===== src/rtl/wdt2_pkg.sv =====
package wdt2_pkg;
  typedef enum logic [2:0] {
    REG_CTRL   = 3'd0,
    REG_KICK   = 3'd1,
    REG_PERIOD = 3'd2,
    REG_STATUS = 3'd3,
    REG_CFG    = 3'd4,
    REG_COUNT  = 3'd5
  } reg_addr_e;

  localparam int ST_TIMEOUT = 0;
  localparam int ST_SECOND  = 1;
  localparam int ST_BOOT    = 2;
  localparam int ST_W       = 3;
endpackage


===== src/rtl/wdt2_prescaler.sv =====
module wdt2_prescaler #(
  parameter int DIV = 8
) (
  input  logic clk,
  input  logic rst_n,
  input  logic run,
  input  logic clear,
  output logic tick
);
  localparam int CW = (DIV > 1) ? $clog2(DIV) : 1;

  logic [CW-1:0] ph_q, ph_d;
  logic          wrap;

  assign wrap = (ph_q == CW'(DIV - 1));
  assign tick = run && !clear && wrap;

  always_comb begin
    ph_d = ph_q;
    if (clear)    ph_d = '0;
    else if (run) ph_d = wrap ? '0 : ph_q + 1'b1;
  end

  always_ff @(posedge clk or negedge rst_n) begin
    if (!rst_n) ph_q <= '0;
    else        ph_q <= ph_d;
  end
endmodule


===== src/rtl/wdt2_counter.sv =====
module wdt2_counter #(
  parameter int PW = 10
) (
  input  logic          clk,
  input  logic          rst_n,
  input  logic          load,
  input  logic          tick,
  input  logic [PW-1:0] period,
  output logic [PW-1:0] count,
  output logic          expire_first,
  output logic          expire_second
);
  logic [PW-1:0] cnt_q, cnt_d;
  logic          stage_q, stage_d;
  logic          expire;

  assign expire        = tick && !load && (cnt_q <= PW'(1));
  assign expire_first  = expire && !stage_q;
  assign expire_second = expire && stage_q;
  assign count         = cnt_q;

  always_comb begin
    cnt_d   = cnt_q;
    stage_d = stage_q;
    if (load) begin
      cnt_d   = period;
      stage_d = 1'b0;
    end else if (expire) begin
      cnt_d   = period;
      stage_d = !stage_q;
    end else if (tick) begin
      cnt_d   = cnt_q - 1'b1;
    end
  end

  always_ff @(posedge clk or negedge rst_n) begin
    if (!rst_n) begin
      cnt_q   <= '1;
      stage_q <= 1'b0;
    end else begin
      cnt_q   <= cnt_d;
      stage_q <= stage_d;
    end
  end
endmodule


===== src/rtl/wdt2_regs.sv =====
module wdt2_regs
  import wdt2_pkg::*;
#(
  parameter int PW = 10,
  parameter int DW = 16,
  parameter int AW = 3
) (
  input  logic          clk,
  input  logic          rst_n,
  input  logic          wr_en,
  input  logic [AW-1:0] addr,
  input  logic [DW-1:0] wdata,
  input  logic [PW-1:0] count,
  input  logic          expire_first,
  input  logic          expire_second,
  input  logic          strap_nr,
  output logic          halt,
  output logic          kick,
  output logic [PW-1:0] period,
  output logic          cfg_nr,
  output logic [ST_W-1:0] status,
  output logic [DW-1:0] rdata,
  output logic          rst_req
);
  logic            halt_q, halt_d;
  logic [DW-1:0]   per_q, per_d;
  logic            nr_q, nr_d;
  logic [ST_W-1:0] sts_q, sts_d, sts_set, sts_clr;
  logic            req_d, req_q, veto;
  logic            wr_ctrl, wr_per, wr_sts, wr_cfg;

  assign wr_ctrl = wr_en && (addr == AW'(REG_CTRL));
  assign kick    = wr_en && (addr == AW'(REG_KICK));
  assign wr_per  = wr_en && (addr == AW'(REG_PERIOD));
  assign wr_sts  = wr_en && (addr == AW'(REG_STATUS));
  assign wr_cfg  = wr_en && (addr == AW'(REG_CFG));

  assign veto = strap_nr || nr_q;

  always_comb begin
    halt_d = wr_ctrl ? wdata[0] : halt_q;
    per_d  = wr_per  ? wdata    : per_q;
    nr_d   = wr_cfg  ? wdata[0] : nr_q;
    sts_clr = wr_sts ? wdata[ST_W-1:0] : '0;
    sts_set = '0;
    sts_set[ST_TIMEOUT] = expire_first;
    sts_set[ST_SECOND]  = expire_second;
    sts_set[ST_BOOT]    = expire_second && !veto;
    sts_d  = (sts_q & ~sts_clr) | sts_set;
    req_d  = expire_second && !veto;
  end

  always_ff @(posedge clk or negedge rst_n) begin
    if (!rst_n) begin
      halt_q <= 1'b1;
      per_q  <= DW'((1 << PW) - 1);
      nr_q   <= 1'b0;
      sts_q  <= '0;
      req_q  <= 1'b0;
    end else begin
      halt_q <= halt_d;
      per_q  <= per_d;
      nr_q   <= nr_d;
      sts_q  <= sts_d;
      req_q  <= req_d;
    end
  end

  always_comb begin
    rdata = '0;
    case (addr)
      AW'(REG_CTRL):   rdata[0]        = halt_q;
      AW'(REG_PERIOD): rdata           = per_q;
      AW'(REG_STATUS): rdata[ST_W-1:0] = sts_q;
      AW'(REG_CFG):    rdata[0]        = nr_q;
      AW'(REG_COUNT):  rdata[PW-1:0]   = count;
      default:         rdata           = '0;
    endcase
  end

  assign halt    = halt_q;
  assign period  = per_q[PW-1:0];
  assign cfg_nr  = nr_q;
  assign status  = sts_q;
  assign rst_req = req_q;
endmodule


===== src/rtl/twostage_wdt.sv =====
module twostage_wdt
  import wdt2_pkg::*;
#(
  parameter int PRESCALE = 8,
  parameter int PERIOD_W = 10,
  parameter int DATA_W   = 16,
  parameter int ADDR_W   = 3
) (
  input  logic              clk,
  input  logic              rst_n,
  input  logic              no_reboot_strap,
  input  logic              reg_wr,
  input  logic [ADDR_W-1:0] reg_addr,
  input  logic [DATA_W-1:0] reg_wdata,
  output logic [DATA_W-1:0] reg_rdata,
  output logic              sys_reset_req
);
  logic                rst_meta, rst_sync_n;
  logic                halt, kick, tick, cfg_nr;
  logic                exp_first, exp_second;
  logic [PERIOD_W-1:0] period_field, count;
  logic [ST_W-1:0]     status;

  always_ff @(posedge clk or negedge rst_n) begin
    if (!rst_n) begin
      rst_meta   <= 1'b0;
      rst_sync_n <= 1'b0;
    end else begin
      rst_meta   <= 1'b1;
      rst_sync_n <= rst_meta;
    end
  end

  wdt2_prescaler #(.DIV(PRESCALE)) u_pre (
    .clk   (clk),
    .rst_n (rst_sync_n),
    .run   (!halt),
    .clear (kick),
    .tick  (tick)
  );

  wdt2_counter #(.PW(PERIOD_W)) u_cnt (
    .clk           (clk),
    .rst_n         (rst_sync_n),
    .load          (kick),
    .tick          (tick),
    .period        (period_field),
    .count         (count),
    .expire_first  (exp_first),
    .expire_second (exp_second)
  );

  wdt2_regs #(.PW(PERIOD_W), .DW(DATA_W), .AW(ADDR_W)) u_regs (
    .clk           (clk),
    .rst_n         (rst_sync_n),
    .wr_en         (reg_wr),
    .addr          (reg_addr),
    .wdata         (reg_wdata),
    .count         (count),
    .expire_first  (exp_first),
    .expire_second (exp_second),
    .strap_nr      (no_reboot_strap),
    .halt          (halt),
    .kick          (kick),
    .period        (period_field),
    .cfg_nr        (cfg_nr),
    .status        (status),
    .rdata         (reg_rdata),
    .rst_req       (sys_reset_req)
  );
endmodule


===== config.mk =====
export PLATFORM = sky130hd
export DESIGN_NAME = twostage_wdt
export DESIGN_NICKNAME = d
export VERILOG_FILES = /design/src/rtl/wdt2_pkg.sv /design/src/rtl/wdt2_prescaler.sv /design/src/rtl/wdt2_counter.sv /design/src/rtl/wdt2_regs.sv /design/src/rtl/twostage_wdt.sv
export SDC_FILE = /design/constraint.sdc
export NUM_CORES = 1
export LEC_CHECK = 0
export ABC_CLOCK_PERIOD_IN_PS = 1700
export BUFFER_PORTS_ARGS = -buffer_cell sky130_fd_sc_hd__buf_2
export CORE_MARGIN = 2
export CORE_UTILIZATION = 48
export DETAILED_ROUTE_END_ITERATION = 8
export PLACE_DENSITY = 0.69
export REMOVE_ABC_BUFFERS = 1
export SETUP_SLACK_MARGIN = 0.1
export SLEW_MARGIN = 20
export SYNTH_ARGS = -nofsm -noshare
export SYNTH_HDL_FRONTEND = slang
export SYNTH_SLANG_ARGS = --single-unit

===== constraint.sdc =====
create_clock -name clk -period 1.7 [get_ports clk]
set_input_delay 0.17 -clock clk [delete_from_list [all_inputs] [get_ports clk]]
set_output_delay 0.17 -clock clk [all_outputs]
set_load 0.1 [all_outputs]

# Word level (Yosys, flattened, before mapping)

Index checks and enable logic that the tools add are counted.

Bits in registers: 38
Bits in latches: 0
RAM bits: 0
ROM bits: 0
Output and inout port bits: 17
Memories kept: 0

Add/subtract/negate cells: 2
$mul: 0
Divide/modulo/power cells: 0
Order comparisons: 1
Eq/ne operators: 7
Shifts and indexed selects: 0
Mux-type cells: 13
Bitwise gates (word level): 3
Reduce and logical (&&, ||, !) cells: 20

Operators by type and width:

| operator              | number |
|---|---|
| $mux 10               | 3 |
| $pmux 7 s2            | 1 |
| $logic_and 1x1->1     | 12 |
| $mux 3                | 4 |
| $le 10x1->1 const B   | 1 |
| $sub 10x1->10 const B | 1 |
| $eq 3x3->1 const B    | 3 |
| $eq 3x2->1 const B    | 2 |
| $mux 6                | 1 |
| $pmux 2 s3            | 1 |
| $pmux 1 s5            | 1 |
| $logic_not 1->1       | 4 |
| $add 3x1->3 const B   | 1 |
| $and 3x3->3           | 1 |
| $eq 3x1->1 const B    | 1 |
| $logic_not 3->1       | 1 |
| $not 3->3             | 1 |
| $or 3x3->3            | 1 |
| $reduce_bool 3->1     | 1 |
| $mux 1                | 2 |
| $ne 2x1->1 const B    | 1 |
| $reduce_bool 2->1     | 1 |
| $logic_or 1x1->1      | 1 |

# Depth between registers and ports, before layout

Gate-level depths: netlist of run 1.

Depth in word-level cells: 10
Gate-level depth with buffers: 7

# By module

A second synthesis of run 1 with hierarchy kept.

Cell total of the unflattened synthesis: 198
Area total of the unflattened synthesis: 2268.4 um^2

By module, submodules not included:

| module         | times used | cells each | area an instance (um^2) | seq. area each (um^2) |
|---|---|---|---|---|
| wdt2_regs      | 1          | 94         | 1224.9                  | 564.3 |
| wdt2_counter   | 1          | 86         | 827.0                   | 287.8 |
| wdt2_prescaler | 1          | 14         | 158.9                   | 75.1 |
| twostage_wdt   | 1          | 4          | 57.6                    | 50.0 |

# Worst setup path before layout of run 1

Ideal clock, no wire load.

Path kind: reg-to-output
Start: register u_regs.per_q[1]
End: output reg_rdata[1]
Arrival: 2.690 ns
Required time: 1.530 ns
Slack: -1.160 ns
Stages on the path, launching flop included: 3
Path buffers: 0
Cell sequence: dfstp_2 -> mux2i_1 -> o21ai_0

Word-level cells in the longest chain between the ends: 1

RTL lines:

| element                | line               | source |
|---|---|---|
| from (decl)            | wdt2_regs.sv:26    | `logic [DW-1:0] per_q, per_d;` |
| from (signal assigned) | wdt2_regs.sv:56    | `per_q <= DW'((1 << PW) - 1);` |
| from (signal assigned) | wdt2_regs.sv:62    | `per_q <= per_d;` |
| $pmux 2 s3             | wdt2_regs.sv:71    | `case (addr)` |
| to (decl)              | twostage_wdt.sv:15 | `output logic [DATA_W-1:0] reg_rdata,` |

No other way between the ends.

# Worst setup path in the final report of run 1

Start: register u_pre.ph_q[1]
End: register u_cnt.stage_q

Word-level cells in the longest chain between the ends: 5

RTL lines:

| element                        | line                 | source |
|---|---|---|
| from (decl)                    | wdt2_prescaler.sv:12 | `logic [CW-1:0] ph_q, ph_d;` |
| from (signal assigned)         | wdt2_prescaler.sv:26 | `else ph_q <= ph_d;` |
| $eq 3x3->1                     | wdt2_prescaler.sv:15 | `assign wrap = (ph_q == CW'(DIV - 1));` |
| $logic_and 1x1->1              | wdt2_prescaler.sv:16 | `assign tick = run && !clear && wrap;` |
| $logic_and 1x1->1 (2 in a row) | wdt2_counter.sv:17   | `assign expire = tick && !load && (cnt_q <= PW'(1));` |
| $reduce_bool 2->1 (no line)    | --                   |  |
| to (signal assigned)           | wdt2_counter.sv:42   | `stage_q <= stage_d;` |
| to (decl)                      | wdt2_counter.sv:14   | `logic stage_q, stage_d;` |

No other way between the ends.
A chain may end at the register's enable or synchronous reset.

==> summary.txt, run 1 <==
Placement
  • Gpl congestion: 0.9679
  • Setup slack at placement: -0.2801 ns
  • Number of port buffers: 39
  • Inst Count DP: about 310
  • DP HPWL: 4014 µm

Yosys
  • Async SR Flop Fraction: 100.0%
  • Top cells by count, synth: dfstp_2 (21), mux2_2 (18), dfrtp_1 (17), a21oi_1 (14), nand2_1 (12)
  • Mapped Cells: 198
  • Seq/Total Area, Yosys: a little under half
  • Post-synth EDFFs: 0
  • Mapped cell area: 2128 µm²
  • YS warnings: 0
  • Post-synth top area cell: dfstp_2
  • Yosys cell types: 48
  • Most common cell in the netlist: dfstp_2
  • Synth top area cells: dfstp_2 (26%), dfrtp_1 (20%), mux2_2 (9.5%)
  • Synth top area share: 25.93%
  • Ys flop type: dfstp_2
  • Synthesis-stage register bit count: 38
  • Synth Area per Inst: 10.75 µm²

Detailed routing
  • DRC viols: 0
  • Via density: roughly 6.0
  • Final antenna-violating net count: 0
  • Routed len/inst: 18.70 µm
  • Routed wire length: 6020 µm
  • Drt pass-1 iters: 4
  • Total number of vias: between 1500 and 2000
  • Starting DRT DRC Count: 226

GRT
  • Initial antenna violation count: 0
  • Grt ovf: 0
  • First-pass GRT wire length: ~9900 µm
  • Total GRT Usage: 25.41%
  • Largest net degree at the start of global routing: 37
  • Vias in the first global route: between 1500 and 2000

Setup path
  • CP arrival: approximately 2.1 ns
  • R2R Path End: u_cnt.stage_q$_DFFE_PN0P_
  • Reg2reg start: u_pre.ph_q[1]$_DFFE_PN0P_
  • R2R setup slack: -0.21 ns
  • Kind of critical path: reg2reg
  • Startpoint Class: flip-flop
  • Worst-path fanout max: 3
  • Worst Reg-to-Reg Cells: 9
  • Required @ worst endpoint: 1.87 ns
  • CP Capture Type: flip-flop

Status
  • Status: finished with violations
  • Failing checks: negative setup slack

Cells and area
  • # fillers: 301
  • Syn-to-layout area delta: 47.03%
  • Core Util, Final: 72.37%
  • Finished Layout Cells: roughly 320
  • Final nets: 296
  • Layout cells sized above 1: 54.81%
  • Antenna Cells: 0

Clocking
  • Clock Sinks: 38
  • TritonCTS buffer count: 5
  • H-Tree Depth: 2
  • Clk buf depth: 2
  • Clk Latency, worst-skew pair: 0.29 ns
  • Root Driver: clkbuf_8
  • TritonCTS clock tree: built
  • CTS clock-pin slew for the worst setup and hold paths: approximately 0.080 ns

Timing
  • # setup viols final: 16
  • Setup Skew: 0.003447 ns
  • Max-slew violations: 0
  • Fin. Hold Viols: 0
  • WHS: just under 0.07 ns
  • PnR worst setup slack: -0.2099 ns
  • Tcrit/Tclk final: 112.3%
  • Max frequency: 523.6 MHz
  • Slew of the pin with the lowest slew margin: 0.5574 ns
  • Setup tns final: -2.626 ns
  • Worst slew margin: 62.50%
  • RSZ-0062 raised after global routing: true
  • Period minus WS final: about 1.9 ns

Min path
  • Hold WC Path Type: in2reg
  • Hold path depth: 2
  • Worst Hold End: u_regs.rst_req$_DFF_PN0_
  • Hold path startpoint: no_reboot_strap

Pwr
  • Worst vdd ir: around 840 µV
  • PD cells: between 1000 and 1500 nW/µm²
  • Leak: ~1.3 nW

Floorplanning
  • Core Box Area: 4324 µm²
  • Die X-Extent: slightly above 70 µm
  • Initial core utilization: 49.22%
  • FP Rows: 24
  • DIE HEIGHT: 70.59 µm
  • Die area: 4982 µm²
  • Number of I/O pins: 40

Flow run
  • Max-Cap Viols: 0
placed cells by master, fill, tap and decap left out, types with 3 or more instances in the layout:
cell | netlist | layout
nand2_1 | 12 | 12
nor2_1 | 11 | 9
dfrtp_1 | 17 | 17
clkbuf_8 | 0 | 6
nand4_1 | 3 | 3
nand2b_1 | 3 | 3
inv_1 | 5 | 5
dfstp_2 | 21 | 21
nor3_1 | 4 | 4
o211ai_1 | 3 | 3
and2_1 | 7 | 7
nor4_2 | 0 | 3
buf_2 | 4 | 23
a22o_1 | 6 | 6
buf_12 | 0 | 16
buf_4 | 0 | 32
a221o_1 | 4 | 4
nand3_1 | 4 | 4
a21oi_1 | 14 | 12
mux2_2 | 18 | 18
nor4_1 | 8 | 4
buf_6 | 1 | 4
mux2i_1 | 5 | 5
logic make-up (layout without fill, tap and decap cells):
group / after synthesis / after routing / synth area share, %
buffers and inverters: 18 / 90 / 3.763
AND/OR/NAND/NOR: 68 / 68 / 19.64
flip-flops: 38 / 38 / 45.91
adder cells (fa/ha/maj): 4 / 4 / 2.352
multiplexers: 23 / 23 / 11.88
XOR/XNOR: 1 / 1 / 0.4116
other: 1 / 1 / 0.1762
AO/OA/AOI/OAI: 45 / 45 / 15.87
timing repair:
| item | 4_1_cts | 5_1_grt |
|---|---|---|
| setup endpoints to repair | 18 | 17 |
| endpoints found under the hold margin | 2 | 0 |
| pin swaps | 10 | 2 |
| hold buffers | 1 | 0 |
| setup buffers | 5 | 1 |
| resized for setup | 21 | 7 |
where the power goes:
part | internal [W] | switching, W | total [W]
Combinational | 0.00105 | 0.00118 | 0.00223
Clock | 0.000626 | 0.000332 | 0.000958
Sequential | 0.00127 | 0.000217 | 0.00149
Total | 0.00295 | 0.00173 | 0.00468
metrics by stage:
stage / total power (W) / area, µm²
6_report: 0.004677 / 3129
5_1_grt: 0.004883 / 3129
4_1_cts: 0.004550 / 3085
3_5_place_dp: 0.003388 / 2813
3_3_place_gp: 0.003340 / 2813
2_1_floorplan: 0.002571 / 2067
worst max-delay path, stage by stage, from the launching register on:
cell and delay (ns):
dfrtp_1 0.37, ha_2 0.19, ha_4 0.12, or3b_4 0.38, buf_4 0.15, buf_6 0.12, nor4_4 0.14, buf_4 0.16
xnor2_1 0.10, nor2_1 0.05
state kept, by name, summed over array words and instances (netlist names):
| signal | cells |
|---|---|
| u_cnt.stage_q | 1 |
| rst_sync_n | 1 |
| u_cnt.count | 10 |
| rst_meta | 1 |
| u_pre.ph_q | 3 |
| u_regs.cfg_nr | 1 |
| u_regs.rst_req | 1 |
| u_regs.halt | 1 |
| u_regs.status | 3 |
| u_regs.per_q | 16 |
routing by layer:
layer	wire, µm	global-route usage, %
met1	2492	34.08
met4	117	6.709
met2	3043	43.08
met3	367	4.416
met5	0	0
worst max path at each step:
stage | cells after the start | slack [ns] | end | startpoint
after floorplan | 2 | -1.15 | reg_rdata[1] | u_regs.per_q[1]$_DFFE_PN1P_
after global placement | 5 | -0.21 | u_regs.status[0]$_DFF_PN0_ | u_pre.ph_q[0]$_DFFE_PN0P_
after detailed placement | 5 | -0.28 | u_regs.status[0]$_DFF_PN0_ | u_pre.ph_q[0]$_DFFE_PN0P_
after CTS | 6 | -0.24 | u_cnt.count[6]$_DFFE_PN1P_ | u_pre.ph_q[0]$_DFFE_PN0P_
after global routing | 6 | -0.31 | u_cnt.count[7]$_DFFE_PN1P_ | u_pre.ph_q[1]$_DFFE_PN0P_
final | 9 | -0.21 | u_cnt.stage_q$_DFFE_PN0P_ | u_pre.ph_q[1]$_DFFE_PN0P_
final cells by class:
type	instances	area, µm²	area share (%)
Inverter	5	18.77	0.5998
Timing Repair Buffer	77	755.7	24.15
Clock inverter	2	60.06	1.919
Multi-Input combinational cell	142	1170	37.38
Clock buffer	6	82.58	2.639
Tap cell	52	65.06	2.079
Sequential cell	38	977.2	31.23
No activity file was read; power rests on OpenSTA's default activity.
==> run 2, diff against run 1 <==
--- a/config.mk
+++ b/config.mk
@@ -13,6 +13,8 @@
 export PLACE_DENSITY = 0.69
 export REMOVE_ABC_BUFFERS = 1
 export SETUP_SLACK_MARGIN = 0.1
+export SKIP_CTS_REPAIR_TIMING = 1
+export SKIP_LAST_GASP = 1
 export SLEW_MARGIN = 20
 export SYNTH_ARGS = -nofsm -noshare
 export SYNTH_HDL_FRONTEND = slang
==> run 2 against run 1 <==
Effect of this change:
- flip-flop and latch count unchanged
- clock skew up 0.00095 ns
- design area decreased by 0.64%
- wire length fell by 5.4%
- largest power group unchanged
- global-route usage down 1.7 points
- the run still ends with negative setup slack left
- highest routed layer unchanged
- critical path depth is 3 lower
- die area is the same
- core utilization down 0.46 points
==> summary.txt, run 2 (synthesis results as in run 1) <==
GRT
  • Grt ovf: 0 (unchanged)
  • First-pass GRT wire length: 9342 µm (was 9915 µm)
  • Largest net degree at the start of global routing: 37 (unchanged)
  • Initial antenna violation count: 0 (unchanged)
  • Total GRT Usage: 23.66% (was 25.41%)
  • Vias in the first global route: 1885 (was 1965)

Cells and area
  • Commonest non-fill, non-tap cells in the layout: buf_4 (32), buf_2 (23), dfstp_2 (21), mux2_2 (18), dfrtp_1 (17) (unchanged)
  • Most common cell after layout, fill and taps aside: buf_4 (unchanged)
  • Sequential cell area: 977.2 µm² (unchanged)
  • Layout cells sized above 1: 53.16% (was 54.81%)
  • Core Util, Final: 71.90% (was 72.37%)
  • Antenna Cells: 0 (unchanged)
  • # fillers: 290 (was 301)
  • Number of flip-flops in the largest register: 16 (unchanged)
  • Final nets: 295 (was 296)
  • Footprint of the multi-input gates: 1156 µm² (was 1170 µm²)
  • Top reg by flops: u_regs.per_q (unchanged)
  • Syn-to-layout area delta: 46.09% (was 47.03%)

Timing
  • Period minus WS final: 2.000 ns (was 1.910 ns)
  • WHS: 0.05949 ns (was 0.06789 ns)
  • PnR worst setup slack: -0.3004 ns (was -0.2099 ns)
  • Setup tns final: -3.601 ns (was -2.626 ns)
  • Tcrit/Tclk final: 117.7% (was 112.3%)
  • Max-slew violations: 0 (unchanged)
  • RSZ-0062 raised after global routing: true (unchanged)
  • # setup viols final: 16 (unchanged)
  • Fin. Hold Viols: 0 (unchanged)
  • Worst slew margin: 65.04% (was 62.50%)
  • Setup Skew: 0.004394 ns (was 0.003447 ns)
  • Max frequency: 499.9 MHz (was 523.6 MHz)
  • Slew of the pin with the lowest slew margin: 0.5195 ns (was 0.5574 ns)

Setup path
  • CP arrival: 2.24 ns (was 2.08 ns)
  • Startpoint Class: flip-flop (unchanged)
  • Required @ worst endpoint: 1.94 ns (was 1.87 ns)
  • Kind of critical path: reg2reg (unchanged)
  • CP Capture Type: flip-flop (unchanged)
  • Worst-path fanout max: 7 (was 3)

Placement
  • Number of port buffers: 39 (unchanged)
  • DP HPWL: 4014 µm (unchanged)
  • Gpl congestion: 0.9679 (unchanged)

Status
  • Status: finished with violations (unchanged)
  • Failing checks: negative setup slack (unchanged)

Min path
  • Hold WC Path Type: in2reg (unchanged)

Pwr
  • Worst vdd ir: 881.7 µV (was 843.2 µV)
  • PD cells: 1481 nW/µm² (was 1495 nW/µm²)
  • Leak: 1.314 nW (was 1.320 nW)
  • Final Power: 0.004604 W (was 0.004677 W)

Detailed routing
  • Total number of vias: 1926 (was 1929)
  • DRC viols: 0 (unchanged)
  • Final antenna-violating net count: 0 (unchanged)
  • Starting DRT DRC Count: 227 (was 226)
  • Routed wire length: 5694 µm (was 6020 µm)
  • Via density: 6.000 (was 5.991)
  • Routed len/inst: 17.74 µm (was 18.70 µm)
  • Drt pass-1 iters: 4 (unchanged)

Clocking
  • Root Driver: clkbuf_8 (unchanged)
  • CTS clock-pin slew for the worst setup and hold paths: 0.08 ns (about the same)
  • TritonCTS buffer count: 5 (unchanged)
  • Clk buf depth: 2 (unchanged)
  • Clk Latency, worst-skew pair: 0.29 ns (about the same)
  • H-Tree Depth: 2 (unchanged)
  • Clock Sinks: 38 (unchanged)
  • TritonCTS clock tree: built (unchanged)

Floorplanning
  • DIE HEIGHT: 70.59 µm (unchanged)
  • Number of I/O pins: 40 (unchanged)
  • FP Rows: 24 (unchanged)
  • Core Box Area: 4324 µm² (unchanged)
  • Die X-Extent: 70.59 µm (unchanged)
  • Initial core utilization: 49.22% (unchanged)
  • Die area: 4982 µm² (unchanged)

Flow run
  • Max-Cap Viols: 0 (unchanged)
## run 2: final timing paths
kind	start	end	slack, ns	cells after the start
setup / recovery	u_pre.ph_q[0]$_DFFE_PN0P_	u_cnt.count[7]$_DFFE_PN1P_	-0.30	6
hold reg to reg	rst_sync_n$_DFF_PN0_	u_cnt.stage_q$_DFFE_PN0P_	0.28	1
max in group asynchronous	rst_sync_n$_DFF_PN0_	u_regs.per_q[0]$_DFFE_PN1P_	1.07	1
setup reg to reg	u_pre.ph_q[0]$_DFFE_PN0P_	u_cnt.count[7]$_DFFE_PN1P_	-0.30	6
hold / removal	no_reboot_strap	u_regs.rst_req$_DFF_PN0_	0.06	2
min in group asynchronous	rst_n	rst_sync_n$_DFF_PN0_	0.19	2
## run 2: area by class of cell
class	count	share of cell area (%)
well taps	52	2.093
clock buffers	6	2.656
multi-input cells	142	37.18
clock inverters	2	1.932
repair buffers	76	24.10
inverters	5	0.6036
flip-flops and latches	38	31.43
## run 2: where the power goes
part	switching, W	leakage, nW	total [W]	internal (W)
Clock	0.000333	0.0714	0.000959	0.000626
Sequential	0.000219	0.431	0.00149	0.00127
Combinational	0.00114	0.812	0.00215	0.00101
Total	0.00170	1.31	0.00460	0.00291
## run 2: per-stage QoR
step | instances | instance area, µm² | setup WS [ns]
2_1_floorplan | 185 | 2067 | -1.149
3_3_place_gp | 307 | 2813 | -0.2058
3_5_place_dp | 307 | 2813 | -0.2801
4_1_cts | 315 | 2955 | -0.3195
5_1_grt | 321 | 3109 | -0.3844
6_report | 321 | 3109 | -0.3004
## run 2: critical path, cell delays in order (launching register included)
cell and delay, ns:
dfrtp_1 0.38, ha_2 0.20, ha_4 0.13, or3b_4 0.39
or4_4 0.59, nand2_4 0.12, a221o_1 0.14
## run 2: routing by layer
layer	part of all wire, %	vias up	GRT usage [%]
li1	-	886	-
met3	7.1	18	4.131
met1	42	925	32.71
met5	0	-	0
met4	2.2	0	6.499
met2	49	97	38.89
